===== config.mk =====
export PLATFORM = sky130hd
export DESIGN_NAME = ps2_host_ctrl
export DESIGN_NICKNAME = d
export VERILOG_FILES = /design/src/rtl/ps2h_pkg.sv /design/src/rtl/ps2h_sync_edge.sv /design/src/rtl/ps2h_rx.sv /design/src/rtl/ps2h_tx.sv /design/src/rtl/ps2_host_ctrl.sv
export SDC_FILE = /design/constraint.sdc
export NUM_CORES = 1
export LEC_CHECK = 0
export BUFFER_PORTS_ARGS = -buffer_cell sky130_fd_sc_hd__buf_2
export CAP_MARGIN = 20
export CORE_ASPECT_RATIO = 1.2
export CORE_MARGIN = 1
export CORE_UTILIZATION = 39
export CTS_CLUSTER_DIAMETER = 60
export DETAILED_ROUTE_END_ITERATION = 12
export PLACE_DENSITY = 0.64
export RECOVER_POWER = 50
export SLEW_MARGIN = 10
export SYNTH_ARGS = -nofsm -noshare
export SYNTH_HDL_FRONTEND = slang
export SYNTH_SLANG_ARGS = --single-unit

===== constraint.sdc =====
create_clock -name clk -period 6 [get_ports clk]
set_input_delay 0.6 -clock clk [delete_from_list [all_inputs] [get_ports clk]]
set_output_delay 0.6 -clock clk [all_outputs]
set_load 0.005 [all_outputs]

===== src/rtl/ps2h_pkg.sv =====
package ps2h_pkg;
  // register byte offsets
  localparam int OFS_CTRL = 'h00;
  localparam int OFS_RHR  = 'h04;
  localparam int OFS_THR  = 'h08;
  localparam int OFS_STAT = 'h10;
  localparam int OFS_MSET = 'h14;
  localparam int OFS_MCLR = 'h18;
  localparam int OFS_MRD  = 'h1C;
  localparam int OFS_PRE  = 'h24;

  // control command bits
  localparam int CTRL_RX_ON  = 0;
  localparam int CTRL_RX_OFF = 1;
  localparam int CTRL_TX_ON  = 8;
  localparam int CTRL_TX_OFF = 9;
  localparam int CTRL_SRST   = 15;

  // status / mask bit positions
  localparam int ST_TXRDY   = 0;
  localparam int ST_TXEMPTY = 1;
  localparam int ST_RXRDY   = 4;
  localparam int ST_OVR     = 5;
  localparam int ST_NACK    = 8;
  localparam int ST_PAR     = 9;
  localparam int ST_W       = 10;
  localparam logic [ST_W-1:0] ST_IMPL = 10'b11_0011_0011;

  localparam int BYTE_W   = 8;
  localparam int TXSEQ_W  = BYTE_W + 2;   // data, parity, stop

  typedef enum logic [2:0] {
    TX_IDLE, TX_INH, TX_REQ, TX_REL, TX_SHIFT, TX_ACK
  } tx_state_e;
endpackage


===== src/rtl/ps2h_sync_edge.sv =====
module ps2h_sync_edge #(
  parameter int STAGES = 2
) (
  input  logic clk,
  input  logic rst_n,
  input  logic clk_in,
  input  logic dat_in,
  output logic clk_s,
  output logic dat_s,
  output logic fall
);
  logic [STAGES-1:0] c_sh, d_sh;
  logic              c_prev;

  always_ff @(posedge clk) begin
    if (!rst_n) begin
      c_sh   <= '1;
      d_sh   <= '1;
      c_prev <= 1'b1;
    end else begin
      c_sh   <= {c_sh[STAGES-2:0], clk_in};
      d_sh   <= {d_sh[STAGES-2:0], dat_in};
      c_prev <= c_sh[STAGES-1];
    end
  end

  assign clk_s = c_sh[STAGES-1];
  assign dat_s = d_sh[STAGES-1];
  assign fall  = c_prev & ~c_sh[STAGES-1];
endmodule


===== src/rtl/ps2h_rx.sv =====
module ps2h_rx
  import ps2h_pkg::*;
(
  input  logic              clk,
  input  logic              rst_n,
  input  logic              clr,
  input  logic              fall,
  input  logic              dat_s,
  output logic              done,
  output logic [BYTE_W-1:0] byte_o,
  output logic              perr
);
  localparam int CNT_W   = $clog2(BYTE_W + 3);
  localparam int PAR_POS = BYTE_W + 1;
  localparam int STP_POS = BYTE_W + 2;

  logic [CNT_W-1:0]  pos;
  logic [BYTE_W-1:0] sh;
  logic              par_q;

  always_ff @(posedge clk) begin
    if (!rst_n) begin
      pos    <= '0;
      sh     <= '0;
      par_q  <= 1'b0;
      done   <= 1'b0;
      byte_o <= '0;
      perr   <= 1'b0;
    end else begin
      done <= 1'b0;
      if (clr) begin
        pos <= '0;
      end else if (fall) begin
        if (pos == '0) begin
          if (!dat_s) pos <= CNT_W'(1);
        end else if (pos <= CNT_W'(BYTE_W)) begin
          sh  <= {dat_s, sh[BYTE_W-1:1]};
          pos <= pos + CNT_W'(1);
        end else if (pos == CNT_W'(PAR_POS)) begin
          par_q <= dat_s;
          pos   <= pos + CNT_W'(1);
        end else if (pos == CNT_W'(STP_POS)) begin
          done   <= 1'b1;
          byte_o <= sh;
          perr   <= ~(^{sh, par_q});
          pos    <= '0;
        end else begin
          pos <= '0;
        end
      end
    end
  end
endmodule


===== src/rtl/ps2h_tx.sv =====
module ps2h_tx
  import ps2h_pkg::*;
#(
  parameter int PSR_W = 12
) (
  input  logic              clk,
  input  logic              rst_n,
  input  logic              abort,
  input  logic              start,
  input  logic [BYTE_W-1:0] byte_i,
  input  logic [PSR_W-1:0]  pre_i,
  input  logic              fall,
  input  logic              clk_s,
  input  logic              dat_s,
  output logic              idle,
  output logic              clk_oe,
  output logic              dat_oe,
  output logic              nack_pulse
);
  localparam int BIT_W = $clog2(TXSEQ_W);

  tx_state_e          st;
  logic [PSR_W-1:0]   cnt;
  logic [TXSEQ_W-1:0] seq;
  logic [BIT_W-1:0]   bitn;
  logic               drv_low;

  always_ff @(posedge clk) begin
    if (!rst_n) begin
      st         <= TX_IDLE;
      cnt        <= '0;
      seq        <= '0;
      bitn       <= '0;
      drv_low    <= 1'b0;
      nack_pulse <= 1'b0;
    end else begin
      nack_pulse <= 1'b0;
      if (abort) begin
        st      <= TX_IDLE;
        drv_low <= 1'b0;
      end else begin
        case (st)
          TX_IDLE: if (start) begin
            seq <= {1'b1, ~^byte_i, byte_i};
            cnt <= (pre_i == '0) ? PSR_W'(1) : pre_i;
            st  <= TX_INH;
          end
          TX_INH: begin
            if (cnt <= PSR_W'(1)) begin
              st      <= TX_REQ;
              drv_low <= 1'b1;
            end else begin
              cnt <= cnt - PSR_W'(1);
            end
          end
          TX_REQ: begin
            st   <= TX_REL;
            bitn <= '0;
          end
          TX_REL: if (clk_s) st <= TX_SHIFT;
          TX_SHIFT: if (fall) begin
            drv_low <= ~seq[0];
            seq     <= seq >> 1;
            if (bitn == BIT_W'(TXSEQ_W - 1)) st <= TX_ACK;
            else bitn <= bitn + BIT_W'(1);
          end
          TX_ACK: if (fall) begin
            nack_pulse <= dat_s;
            drv_low    <= 1'b0;
            st         <= TX_IDLE;
          end
          default: st <= TX_IDLE;
        endcase
      end
    end
  end

  assign idle   = (st == TX_IDLE);
  assign clk_oe = (st == TX_INH) || (st == TX_REQ);
  assign dat_oe = drv_low;
endmodule


===== src/rtl/ps2_host_ctrl.sv =====
module ps2_host_ctrl
  import ps2h_pkg::*;
#(
  parameter int ADDR_W      = 8,
  parameter int PSR_W       = 12,
  parameter int SYNC_STAGES = 2,
  parameter int PRE_RST     = 100
) (
  input  logic              clk,
  input  logic              rst_n,
  input  logic              bus_valid,
  input  logic              bus_write,
  input  logic [ADDR_W-1:0] bus_addr,
  input  logic [31:0]       bus_wdata,
  output logic [31:0]       bus_rdata,
  output logic              irq,
  input  logic              ps2_clk_i,
  output logic              ps2_clk_oe,
  input  logic              ps2_dat_i,
  output logic              ps2_dat_oe
);
  localparam logic [PSR_W-1:0] PSR_DEF = PSR_W'(PRE_RST);

  logic wr, rd;
  logic wr_ctrl, wr_thr, wr_mset, wr_mclr, wr_pre, rd_rhr;
  logic srst, tx_dis_cmd, thr_accept, tx_start;

  logic              rx_en, tx_en;
  logic [BYTE_W-1:0] thr_q, rhr_q;
  logic              thr_full, rxrdy_q, ovr_q, par_q, nack_q;
  logic [ST_W-1:0]   mask_q, stat;
  logic [PSR_W-1:0]  psr_q;

  logic              clk_s, dat_s, fall;
  logic              rx_done, rx_perr;
  logic [BYTE_W-1:0] rx_byte;
  logic              tx_idle, tx_busy, tx_clk_oe, tx_dat_oe, tx_nack;

  // decode
  assign wr      = bus_valid & bus_write;
  assign rd      = bus_valid & ~bus_write;
  assign wr_ctrl = wr && (bus_addr == ADDR_W'(OFS_CTRL));
  assign wr_thr  = wr && (bus_addr == ADDR_W'(OFS_THR));
  assign wr_mset = wr && (bus_addr == ADDR_W'(OFS_MSET));
  assign wr_mclr = wr && (bus_addr == ADDR_W'(OFS_MCLR));
  assign wr_pre  = wr && (bus_addr == ADDR_W'(OFS_PRE));
  assign rd_rhr  = rd && (bus_addr == ADDR_W'(OFS_RHR));

  assign srst       = wr_ctrl & bus_wdata[CTRL_SRST];
  assign tx_dis_cmd = wr_ctrl & bus_wdata[CTRL_TX_OFF];
  assign thr_accept = wr_thr & tx_en & ~thr_full;
  assign tx_start   = thr_full & tx_idle & tx_en;
  assign tx_busy    = ~tx_idle;

  // enables
  always_ff @(posedge clk) begin
    if (!rst_n || srst) begin
      rx_en <= 1'b0;
      tx_en <= 1'b0;
    end else if (wr_ctrl) begin
      rx_en <= (rx_en | bus_wdata[CTRL_RX_ON]) & ~bus_wdata[CTRL_RX_OFF];
      tx_en <= (tx_en | bus_wdata[CTRL_TX_ON]) & ~bus_wdata[CTRL_TX_OFF];
    end
  end

  // transmit holding register and acknowledge flag
  always_ff @(posedge clk) begin
    if (!rst_n || srst) begin
      thr_q    <= '0;
      thr_full <= 1'b0;
      nack_q   <= 1'b0;
    end else begin
      if (tx_dis_cmd) begin
        thr_full <= 1'b0;
      end else if (thr_accept) begin
        thr_q    <= bus_wdata[BYTE_W-1:0];
        thr_full <= 1'b1;
      end else if (tx_start) begin
        thr_full <= 1'b0;
      end
      if (thr_accept)   nack_q <= 1'b0;
      else if (tx_nack) nack_q <= 1'b1;
    end
  end

  // receive holding register and flags
  always_ff @(posedge clk) begin
    if (!rst_n || srst) begin
      rhr_q   <= '0;
      rxrdy_q <= 1'b0;
      ovr_q   <= 1'b0;
      par_q   <= 1'b0;
    end else if (rx_done) begin
      rhr_q   <= rx_byte;
      rxrdy_q <= 1'b1;
      par_q   <= rx_perr;
      ovr_q   <= (ovr_q | rxrdy_q) & ~rd_rhr;
    end else if (rd_rhr) begin
      rxrdy_q <= 1'b0;
      ovr_q   <= 1'b0;
      par_q   <= 1'b0;
    end
  end

  // interrupt mask and prescaler
  always_ff @(posedge clk) begin
    if (!rst_n || srst) begin
      mask_q <= '0;
      psr_q  <= PSR_DEF;
    end else begin
      if (wr_mset)      mask_q <= (mask_q | bus_wdata[ST_W-1:0]) & ST_IMPL;
      else if (wr_mclr) mask_q <= mask_q & ~bus_wdata[ST_W-1:0];
      if (wr_pre) begin
        if (|bus_wdata[31:PSR_W]) psr_q <= '1;
        else                      psr_q <= bus_wdata[PSR_W-1:0];
      end
    end
  end

  // status word
  always_comb begin
    stat             = '0;
    stat[ST_TXRDY]   = ~thr_full;
    stat[ST_TXEMPTY] = ~thr_full & tx_idle;
    stat[ST_RXRDY]   = rxrdy_q;
    stat[ST_OVR]     = ovr_q;
    stat[ST_NACK]    = nack_q;
    stat[ST_PAR]     = par_q;
  end

  assign irq = |(stat & mask_q);

  // read mux
  always_comb begin
    bus_rdata = '0;
    if (rd) begin
      case (bus_addr)
        ADDR_W'(OFS_RHR):  bus_rdata = 32'(rhr_q);
        ADDR_W'(OFS_STAT): bus_rdata = 32'(stat);
        ADDR_W'(OFS_MRD):  bus_rdata = 32'(mask_q);
        ADDR_W'(OFS_PRE):  bus_rdata = 32'(psr_q);
        default:           bus_rdata = '0;
      endcase
    end
  end

  ps2h_sync_edge #(.STAGES(SYNC_STAGES)) u_sync (
    .clk    (clk),
    .rst_n  (rst_n),
    .clk_in (ps2_clk_i),
    .dat_in (ps2_dat_i),
    .clk_s  (clk_s),
    .dat_s  (dat_s),
    .fall   (fall)
  );

  ps2h_rx u_rx (
    .clk    (clk),
    .rst_n  (rst_n),
    .clr    (srst | ~rx_en | tx_busy),
    .fall   (fall),
    .dat_s  (dat_s),
    .done   (rx_done),
    .byte_o (rx_byte),
    .perr   (rx_perr)
  );

  ps2h_tx #(.PSR_W(PSR_W)) u_tx (
    .clk        (clk),
    .rst_n      (rst_n),
    .abort      (srst | tx_dis_cmd),
    .start      (tx_start),
    .byte_i     (thr_q),
    .pre_i      (psr_q),
    .fall       (fall),
    .clk_s      (clk_s),
    .dat_s      (dat_s),
    .idle       (tx_idle),
    .clk_oe     (tx_clk_oe),
    .dat_oe     (tx_dat_oe),
    .nack_pulse (tx_nack)
  );

  assign ps2_clk_oe = tx_idle ? ~rx_en : tx_clk_oe;
  assign ps2_dat_oe = tx_dat_oe;
endmodule


==> metrics.txt, run 1 <==
outcome=finished clean; die area=0.0141 mm2; HPWL after detailed placement=10.3 mm; WL/cell=16.7 um; site row count=46; DIE WIDTH=108 um; total power=1580 uW; Setup Fix Bufs, Post-CTS=0; Die H=130 um; antenna violations before repair=0; DRC=0; Tcrit/Tclk final=55.3%; flops & latches, synth=104; number of global-route vias before repair=4,330; pin count of the biggest net entering global routing=43; initial core utilization=40.0%; hold path startpoint=u_sync.d_sh[0]$_SDFF_PN1_; pwr dens=268 mW/mm2; Max transition margin=14.6%; Top Ports=81; CTS root buf=clkbuf_16; final wirelength=13.9 mm; Routed Antenna Nets=0; layout cells sized above 1=14.3%; commonest non-fill, non-tap cell in the layout=dfxtp_1; clk_lat worst skew=0.35 ns; final hold violation count=0; worst setup path startpoint=bus_addr[1]; clock skew=0.00670 ns; setup violators final=0; clock sinks=104; Post-Syn Area=0.00530 mm2; distinct cell type count after synthesis=66; reg-to-reg critical path startpoint=u_tx.st[0]$_SDFFE_PP0P_; diode count=0; Design Area, Final=0.00588 mm2; routability cong.=0.878; cell count after synthesis=624; setup TNS=0 ns; global-route wire length before repair=22.0 mm; PostCTS Resize Cnt=0; Nets=715; Vias=4,645; CTS tree=yes; post-cts hold buffer count=0; P&R area growth vs syn=11.0%; hold slack=0.410 ns; Fmax=301 MHz; maximum VDD drop=0.151 mV; GRT Util Overall=20.3%; most frequent cells in the layout=dfxtp_1, nor2_1, nand2_1; sequential element share of the synthesized area=39.3%; warnings from Yosys=0; fin. max-slew vios=0; grt total ovfl=0; Post-Place Cells=818; Setup Crit Path Kind=input port to register; FFs w/ async S/R, synth=0%; CP max FO=28; core area=0.0132 mm2; 1st-iter DRT viols=405; critical path launch point type=input port; Post-synth EDFFs=0; cts bufs inserted=9; P_leak=0.00227 uW; vias per cell=5.58; worst-margin pin slew=1.27 ns; Longest Clk Path Bufs=2; max_cap viols=0; clk slew on worst S/H paths=0.07 ns; placed instance area=0.00560 mm2; Pre-Repair DR Iteration Count=6; Final min period=3.32 ns; worst path arrival time=3.57 ns; port bufs=60; syn avg cell area=8.49 um2; unrepaired setup endpoints after global routing=false; CP Capture Type=register; Post-synth top flop=dfxtp_1; final std cells w/o fill=833; H-tree depth=3; Hold Crit Class=register to register; Worst EP required=6.25 ns
## layer usage
layer / track usage, % / up-vias / routed length, um
met2: 34.8 / 130 / 6950
met5: 0 / - / 0
met4: 10.3 / 0 / 546
met3: 3.87 / 30 / 608
li1: - / 2274 / -
met1: 23.9 / 2211 / 5790
## worst paths after layout
kind                                             endpoint  slack, ns  cells past startpoint
worst min register to register  u_sync.d_sh[1]$_SDFF_PN1_       0.41                      1
worst min-delay path            u_sync.d_sh[1]$_SDFF_PN1_       0.41                      1
worst max register to register   u_tx.cnt[0]$_SDFFE_PN0P_       3.35                      6
worst max-delay path               mask_q[6]$_SDFFE_PP0P_       2.68                      6
## power by group
part	switching (uW)	total (uW)	leakage (uW)	internal, uW
Sequential	32.4	735	0.000839	703
Clock	261	626	0.000154	365
Combinational	138	214	0.00127	75.6
## per-stage QoR
step	worst slack (ns)	util [%]
after floorplan	3.66	-
after CTS	3.16	44.7
final	2.68	44.4
after global routing	2.42	44.4
after global placement	3.17	42.3
after detailed placement	3.04	42.3
## sequential cells by signal, indices dropped and copies added, names as in the netlist, 2 cells and up
| register | count |
|---|---|
| mask_q | 10 |
| psr_q | 12 |
| rhr_q | 8 |
| thr_q | 8 |
| u_rx.byte_o | 8 |
| u_rx.pos | 4 |
| u_rx.sh | 8 |
| u_sync.c_sh | 2 |
| u_sync.d_sh | 2 |
| u_tx.bitn | 4 |
| u_tx.cnt | 12 |
| u_tx.seq | 10 |
| u_tx.st | 3 |
## final cells by class
cell class	count	area, um2
fillers	1323	7360
multi-input cells	474	2920
flip-flops and latches	104	2080
repair buffers	64	327
clock buffers	10	229
well taps	168	210
clock inverters	5	81.3
inverters	8	30.0
## critical path: stages
cell      delay (ns)
clkbuf_1        0.13
nor4_1          1.08
nand4_1         0.48
nand2_1         0.84
nor2_1          0.19
and3_1          0.23
## synth_stat cells (3+ instances only)
cell | n | area, um2
clkbuf_1 | 22 | 82.6
buf_2 | 14 | 70.1
nor2_1 | 88 | 330
o221a_2 | 9 | 101
a21o_1 | 4 | 30.0
nor4b_1 | 3 | 26.3
or3_1 | 6 | 37.5
nand3_1 | 6 | 30.0
o21a_1 | 3 | 22.5
buf_4 | 20 | 150
nor4_1 | 10 | 62.6
dfxtp_1 | 104 | 2080
a211o_1 | 4 | 35.0
and2_1 | 7 | 43.8
a31oi_1 | 8 | 50.1
mux2_2 | 4 | 45.0
a21oi_1 | 37 | 185
nor3b_1 | 3 | 22.5
mux2i_1 | 34 | 340
a22oi_1 | 11 | 82.6
nand4_1 | 3 | 18.8
o211ai_1 | 3 | 22.5
o21ai_0 | 15 | 75.1
ha_1 | 8 | 100
nor2b_1 | 8 | 50.1
inv_1 | 7 | 26.3
o22ai_1 | 3 | 18.8
nand3b_1 | 5 | 37.5
nand2b_1 | 7 | 43.8
a222oi_1 | 4 | 40.0
nor3_1 | 16 | 80.1
and3_1 | 9 | 56.3
o32ai_1 | 3 | 26.3
xnor2_1 | 16 | 140
a22o_1 | 3 | 26.3
a311oi_1 | 8 | 70.1
or4_1 | 6 | 45.0
nand2_1 | 66 | 248
## cells by family after synthesis
family | Yosys count | share of synthesized area, %
and+or+nand+nor | 258 | 24.6
AOI/OAI and AO/OA | 132 | 17.5
DFF | 104 | 39.3
buffers and inverters | 65 | 6.35
muxes | 38 | 7.27
xor gates and xnor gates | 18 | 2.98
adders and majority gates | 8 | 1.89
other | 1 | 0.0708
(Power assumes the default switching activity.)
==> inputs of run 2 (changes only) <==
--- a/config.mk
+++ b/config.mk
@@ -12,7 +12,7 @@
 export CORE_UTILIZATION = 39
 export CTS_CLUSTER_DIAMETER = 60
 export DETAILED_ROUTE_END_ITERATION = 12
-export PLACE_DENSITY = 0.64
+export PLACE_DENSITY = 0.67
 export RECOVER_POWER = 50
 export SLEW_MARGIN = 10
 export SYNTH_ARGS = -nofsm -noshare
==> constraint.sdc (replaced) <==
create_clock -name clk -period 3 [get_ports clk]
set_input_delay 0.3 -clock clk [delete_from_list [all_inputs] [get_ports clk]]
set_output_delay 0.3 -clock clk [all_outputs]
set_load 0.005 [all_outputs]
==> run 2 against run 1 <==
Net effect:
- non-clock buffer count increased by 6
- clock power up 82%
- worst setup slack got worse by 2.2 ns
- critical endpoint is now bus_rdata[4]
==> metrics.txt, run 2 (synthesis results as in run 1) <==
outcome=finished clean (unchanged); Pre-Repair DR Iteration Count=5 (was 6); site row count=46 (unchanged); worst path arrival time=2.25 ns (was 3.57 ns); critical path launch point type=input port (unchanged); diode count=0 (unchanged); initial core utilization=40.0% (unchanged); CTS tree=yes (unchanged); Tcrit/Tclk final=84.9%; Hold Crit Class=input port to register (was register to register); Fmax=392 MHz; largest registers=psr_q (12), u_tx.cnt (12) (unchanged); WP depth=7 (was 6); met3 global-route usage=2.72% (was 3.87%); clk_lat worst skew=0.36 ns (was 0.35 ns); core area=0.0132 mm2 (unchanged); cts bufs inserted=9 (unchanged); setup TNS=0 ns (unchanged); grt peak-use layer=met2 (unchanged); setup violators final=0 (unchanged); clock sinks=104 (unchanged); pre-CTS WS=0.705 ns (was 3.04 ns); pwr dens=517 mW/mm2 (was 268 mW/mm2); post-cts hold buffer count=0 (unchanged); HPWL after detailed placement=10.3 mm (about the same); most frequent cells in the layout=dfxtp_1, nor2_1, nand2_1 (unchanged); maximum VDD drop=0.352 mV (was 0.151 mV); final hold violation count=0 (unchanged); CTS root buf=clkbuf_16 (unchanged); fin. max-slew vios=0 (unchanged); critical path's top delay family=simple AND/OR/NAND/NOR gates (unchanged); routability cong.=0.925 (was 0.878); unrepaired setup endpoints after global routing=false (unchanged); Vias=4,701 (was 4,645); Design Area, Final=0.00591 mm2 (was 0.00588 mm2); Max transition margin=40.2% (was 14.6%); r2r setup slk=0.71 ns (was 3.35 ns); worst-margin pin slew=0.897 ns (was 1.27 ns); placed instance area=0.00565 mm2 (was 0.00560 mm2); WL/cell=16.2 um (was 16.7 um); max_cap viols=0 (unchanged); clk slew on worst S/H paths=0.07 ns (about the same); final wirelength=13.6 mm (was 13.9 mm); total power=3060 uW (was 1580 uW); Nets=721 (was 715); CP max FO=6 (was 28); worst-path cell chain=clkbuf_1, nor4b_1, and2_1, nor2b_1, a221oi_1, nor2_1, buf_2 (was clkbuf_1, nor4_1, nand4_1, nand2_1, nor2_1, and3_1); commonest non-fill, non-tap cell in the layout=dfxtp_1 (unchanged); hold slack=0.129 ns (was 0.410 ns); WHS Path Cells=2 (was 1); Worst EP required=2.70 ns (was 6.25 ns); grt total ovfl=0 (unchanged); Die H=130 um (unchanged); worst setup path startpoint=bus_addr[1] (unchanged); port bufs=60 (unchanged); P_leak=0.00228 uW (was 0.00227 uW); CP Capture Type=output port (was register); clock skew=0.00889 ns (was 0.00670 ns); reg-to-reg critical path startpoint=u_rx.pos[0]$_SDFFE_PP0P_ (was u_tx.st[0]$_SDFFE_PP0P_); Worst path slowest cell=nor4b_1 (was nor4_1); Setup Crit Path Kind=input port to output port (was input port to register); Setup Fix Bufs, Post-CTS=0 (unchanged); vias per cell=5.60 (was 5.58); layout cells sized above 1=15.2% (was 14.3%); P&R area growth vs syn=11.6% (was 11.0%); Top Ports=81 (unchanged); antenna violations before repair=0 (unchanged); GR Layer Usage met1=24.3% (was 23.9%); met2 usage=35.3% (was 34.8%); hold path startpoint=ps2_clk_i (was u_sync.d_sh[0]$_SDFF_PN1_); number of global-route vias before repair=4,487 (was 4,330); PostCTS Resize Cnt=0 (unchanged); Longest Clk Path Bufs=2 (unchanged); CP bufs+invs=2 (was 1); cells on worst reg2reg path=6 (unchanged); global-route wire length before repair=22.4 mm (was 22.0 mm); H-tree depth=3 (unchanged); DIE WIDTH=108 um (unchanged); Routed Antenna Nets=0 (unchanged); DRC=0 (unchanged); CP peak stage delay=0.73 ns (was 1.08 ns); GRT Util Overall=20.5% (was 20.3%); pin count of the biggest net entering global routing=43 (unchanged); 1st-iter DRT viols=338 (was 405); die area=0.0141 mm2 (unchanged); PnR worst setup slack=0.452 ns (was 2.68 ns); Final min period=2.55 ns
[run 2: cell types whose count changed in the layout (fill, tap and decap cells not counted)]
cell        before  now
and4_4           0    1
and4_1           2    1
clkinv_2         2    1
clkbuf_1         4    5
buf_4            4   10
nor4_2           2    1
clkinvlp_4       0    1
inv_6            0    2
nor4_4           0    1
clkinv_4         0    1
buf_2           57   55
bufinv_16        2    0
clkbuf_8         0    1
[run 2: final timing paths]
path | endpoint
worst max register to register | u_rx.byte_o[6]$_SDFFE_PN0P_
worst min register to register | u_sync.c_sh[1]$_SDFF_PN1_
worst min-delay path | u_sync.c_sh[0]$_SDFF_PN1_
worst max-delay path | bus_rdata[4]
[run 2: routing by layer]
layer	up-vias	wire, um
met2	117	6860
li1	2293	-
met3	34	457
met1	2257	5790
met4	0	529
met5	-	0
[run 2: power by group]
part / internal [uW] / switching (uW) / total, uW
Combinational: 166 / 306 / 472
Sequential: 1410 / 38.0 / 1440
Clock: 597 / 543 / 1140
[run 2: layout make-up]
class / count / area (um2)
clock inverters: 6 / 50.0
fillers: 1331 / 7320
flip-flops and latches: 104 / 2080
inverters: 8 / 30.0
multi-input cells: 474 / 2930
clock buffers: 10 / 239
repair buffers: 70 / 369
well taps: 168 / 210
[run 2: metrics by stage]
stage | cells | util [%]
2_1_floorplan | 643 | -
3_3_place_gp | 824 | 42.7
3_5_place_dp | 824 | 42.7
4_1_cts | 840 | 44.9
5_1_grt | 840 | 44.7
6_report | 840 | 44.7
==> inputs of run 3 (changes only) <==
==> constraint.sdc (replaced) <==
create_clock -name clk -period 2.3 [get_ports clk]
set_input_delay 0.23 -clock clk [delete_from_list [all_inputs] [get_ports clk]]
set_output_delay 0.23 -clock clk [all_outputs]
set_load 0.005 [all_outputs]
==> run 3 against run 2 <==
Net effect:
- power is 30% higher
- clock skew is 0.0048 ns lower
- via count is 0.57% higher
- sequential power is 31% higher
- worst hold slack worse by 0.065 ns
- critical path depth is 2 lower
- routed wire length is 1.3% higher
- largest cell class unchanged
==> metrics.txt, run 3 (synthesis results as in run 1) <==
outcome=finished clean (unchanged); initial core utilization=40.0% (unchanged); number of global-route vias before repair=4,525 (was 4,487); P&R area growth vs syn=13.0% (was 11.6%); setup violators final=0 (unchanged); largest registers=psr_q (12), u_tx.cnt (12) (unchanged); final hold violation count=0 (unchanged); P_leak=0.00231 uW (was 0.00228 uW); 1st-iter DRT viols=206 (was 338); maximum VDD drop=0.459 mV (was 0.352 mV); Max transition margin=37.2% (was 40.2%); die area=0.0141 mm2 (unchanged); hold slack=0.0644 ns (was 0.129 ns); clock skew=0.00412 ns (was 0.00889 ns); worst-margin pin slew=0.942 ns (was 0.897 ns); routability cong.=0.913 (was 0.925); setup TNS=0 ns (unchanged); sequential power share=47.5% (was 47.2%); Logic pwr share=15.2% (was 15.5%); clk slew on worst S/H paths=0.07 ns (about the same); pin count of the biggest net entering global routing=43 (unchanged); unrepaired setup endpoints after global routing=false (unchanged); DRC=0 (unchanged); antenna violations before repair=0 (unchanged); H-tree depth=3 (unchanged); clock sinks=104 (unchanged); Final min period=2.17 ns; pwr dens=665 mW/mm2 (was 517 mW/mm2); Sw Ratio=29.0% (about the same); sw power=1160 uW (was 887 uW); Top Ports=81 (unchanged); worst path arrival time=1.94 ns (was 2.25 ns); Longest Clk Path Bufs=2 (unchanged); fin. max-slew vios=0 (unchanged); Fmax=460 MHz; commonest non-fill, non-tap cell in the layout=dfxtp_1 (unchanged); critical path launch point type=register (was input port); clk_lat worst skew=0.35 ns (was 0.36 ns); CP Capture Type=output port (unchanged); global-route wire length before repair=22.2 mm (was 22.4 mm); CTS tree=yes (unchanged); Tcrit/Tclk final=94.5%; Power Internal=2830 uW (was 2170 uW); vias per cell=5.57 (was 5.60); GRT Util Overall=20.3% (was 20.5%); port bufs=60 (unchanged); DIE WIDTH=108 um (unchanged); layout cells sized above 1=16.7% (was 15.2%); site row count=46 (unchanged); Setup Crit Path Kind=register to output port (was input port to output port); cts bufs inserted=9 (unchanged); Die H=130 um (unchanged); HPWL after detailed placement=10.3 mm (about the same); grt total ovfl=0 (unchanged); diode count=0 (unchanged); Nets=730 (was 721); max_cap viols=0 (unchanged); Vias=4,728 (was 4,701); final wirelength=13.8 mm (was 13.6 mm); Worst EP required=2.07 ns (was 2.70 ns); CP max FO=12 (was 6); Pre-Repair DR Iteration Count=6 (was 5); Hold Crit Class=input port to register (unchanged); most frequent cells in the layout=dfxtp_1, nor2_1, nand2_1 (unchanged); Routed Antenna Nets=0 (unchanged); WL/cell=16.3 um (was 16.2 um); core area=0.0132 mm2 (unchanged); CTS root buf=clkbuf_16 (unchanged); Clock power frac=37.3% (about the same)
run 3: layout make-up:
cell class | count | area [um2]
clock buffers | 10 | 239
clock inverters | 6 | 51.3
fillers | 1299 | 7250
inverters | 8 | 30.0
multi-input cells | 474 | 2950
flip-flops and latches | 104 | 2080
well taps | 168 | 210
repair buffers | 79 | 422
run 3: power by group through the flow:
stage	Combinational (uW)	Sequential [uW]	Clock, uW
5_1_grt	662	1900	1590
3_5_place_dp	607	1930	0
2_1_floorplan	481	1890	0
6_report	605	1890	1490
4_1_cts	613	1890	1520
3_3_place_gp	590	1930	0
run 3: path summary, 6_finish.rpt:
path | to | slack (ns) | from | depth (start not counted)
max reg2reg | u_tx.cnt[0]$_SDFFE_PN0P_ | 0.23 | u_tx.st[1]$_SDFFE_PP0P_ | 6
min reg2reg | u_sync.c_sh[1]$_SDFF_PN1_ | 0.41 | u_sync.c_sh[0]$_SDFF_PN1_ | 1
min | u_sync.d_sh[0]$_SDFF_PN1_ | 0.06 | ps2_dat_i | 2
max | bus_rdata[1] | 0.13 | u_tx.st[1]$_SDFFE_PP0P_ | 5
run 3: per-stage QoR:
step / cell area [um2] / power [uW] / utilization [%] / setup WS (ns) / cells
4_1_cts: 6010 / 4020 / 45.4 / 0.0293 / 849
3_3_place_gp: 5720 / 2520 / 43.2 / 0.192 / 833
3_5_place_dp: 5720 / 2540 / 43.2 / 0.0663 / 833
5_1_grt: 5990 / 4150 / 45.2 / 0.0322 / 849
6_report: 5990 / 3980 / 45.2 / 0.126 / 849
2_1_floorplan: 5370 / 2370 / - / 0.414 / 643
run 3: what timing repair did:
action                                 CTS  global route
setup endpoints to repair                0            10
hold buffers                             0             0
setup buffers                            0             0
endpoints found under the hold margin    0             0
resized for setup                        0             3
run 3: metal layers:
metal	global-route usage (%)	vias up	wire length, um
met5	0	-	0
met4	9.46	0	416
met3	2.87	32	556
met2	36.2	142	7170
met1	23.8	2242	5670
li1	-	2312	-
run 3: critical path: stages (launching register included):
cell	delay, ns
dfxtp_1	0.57
nor3_1	0.19
a22o_1	0.24
a222oi_1	0.37
nor2_1	0.07
buf_2	0.16
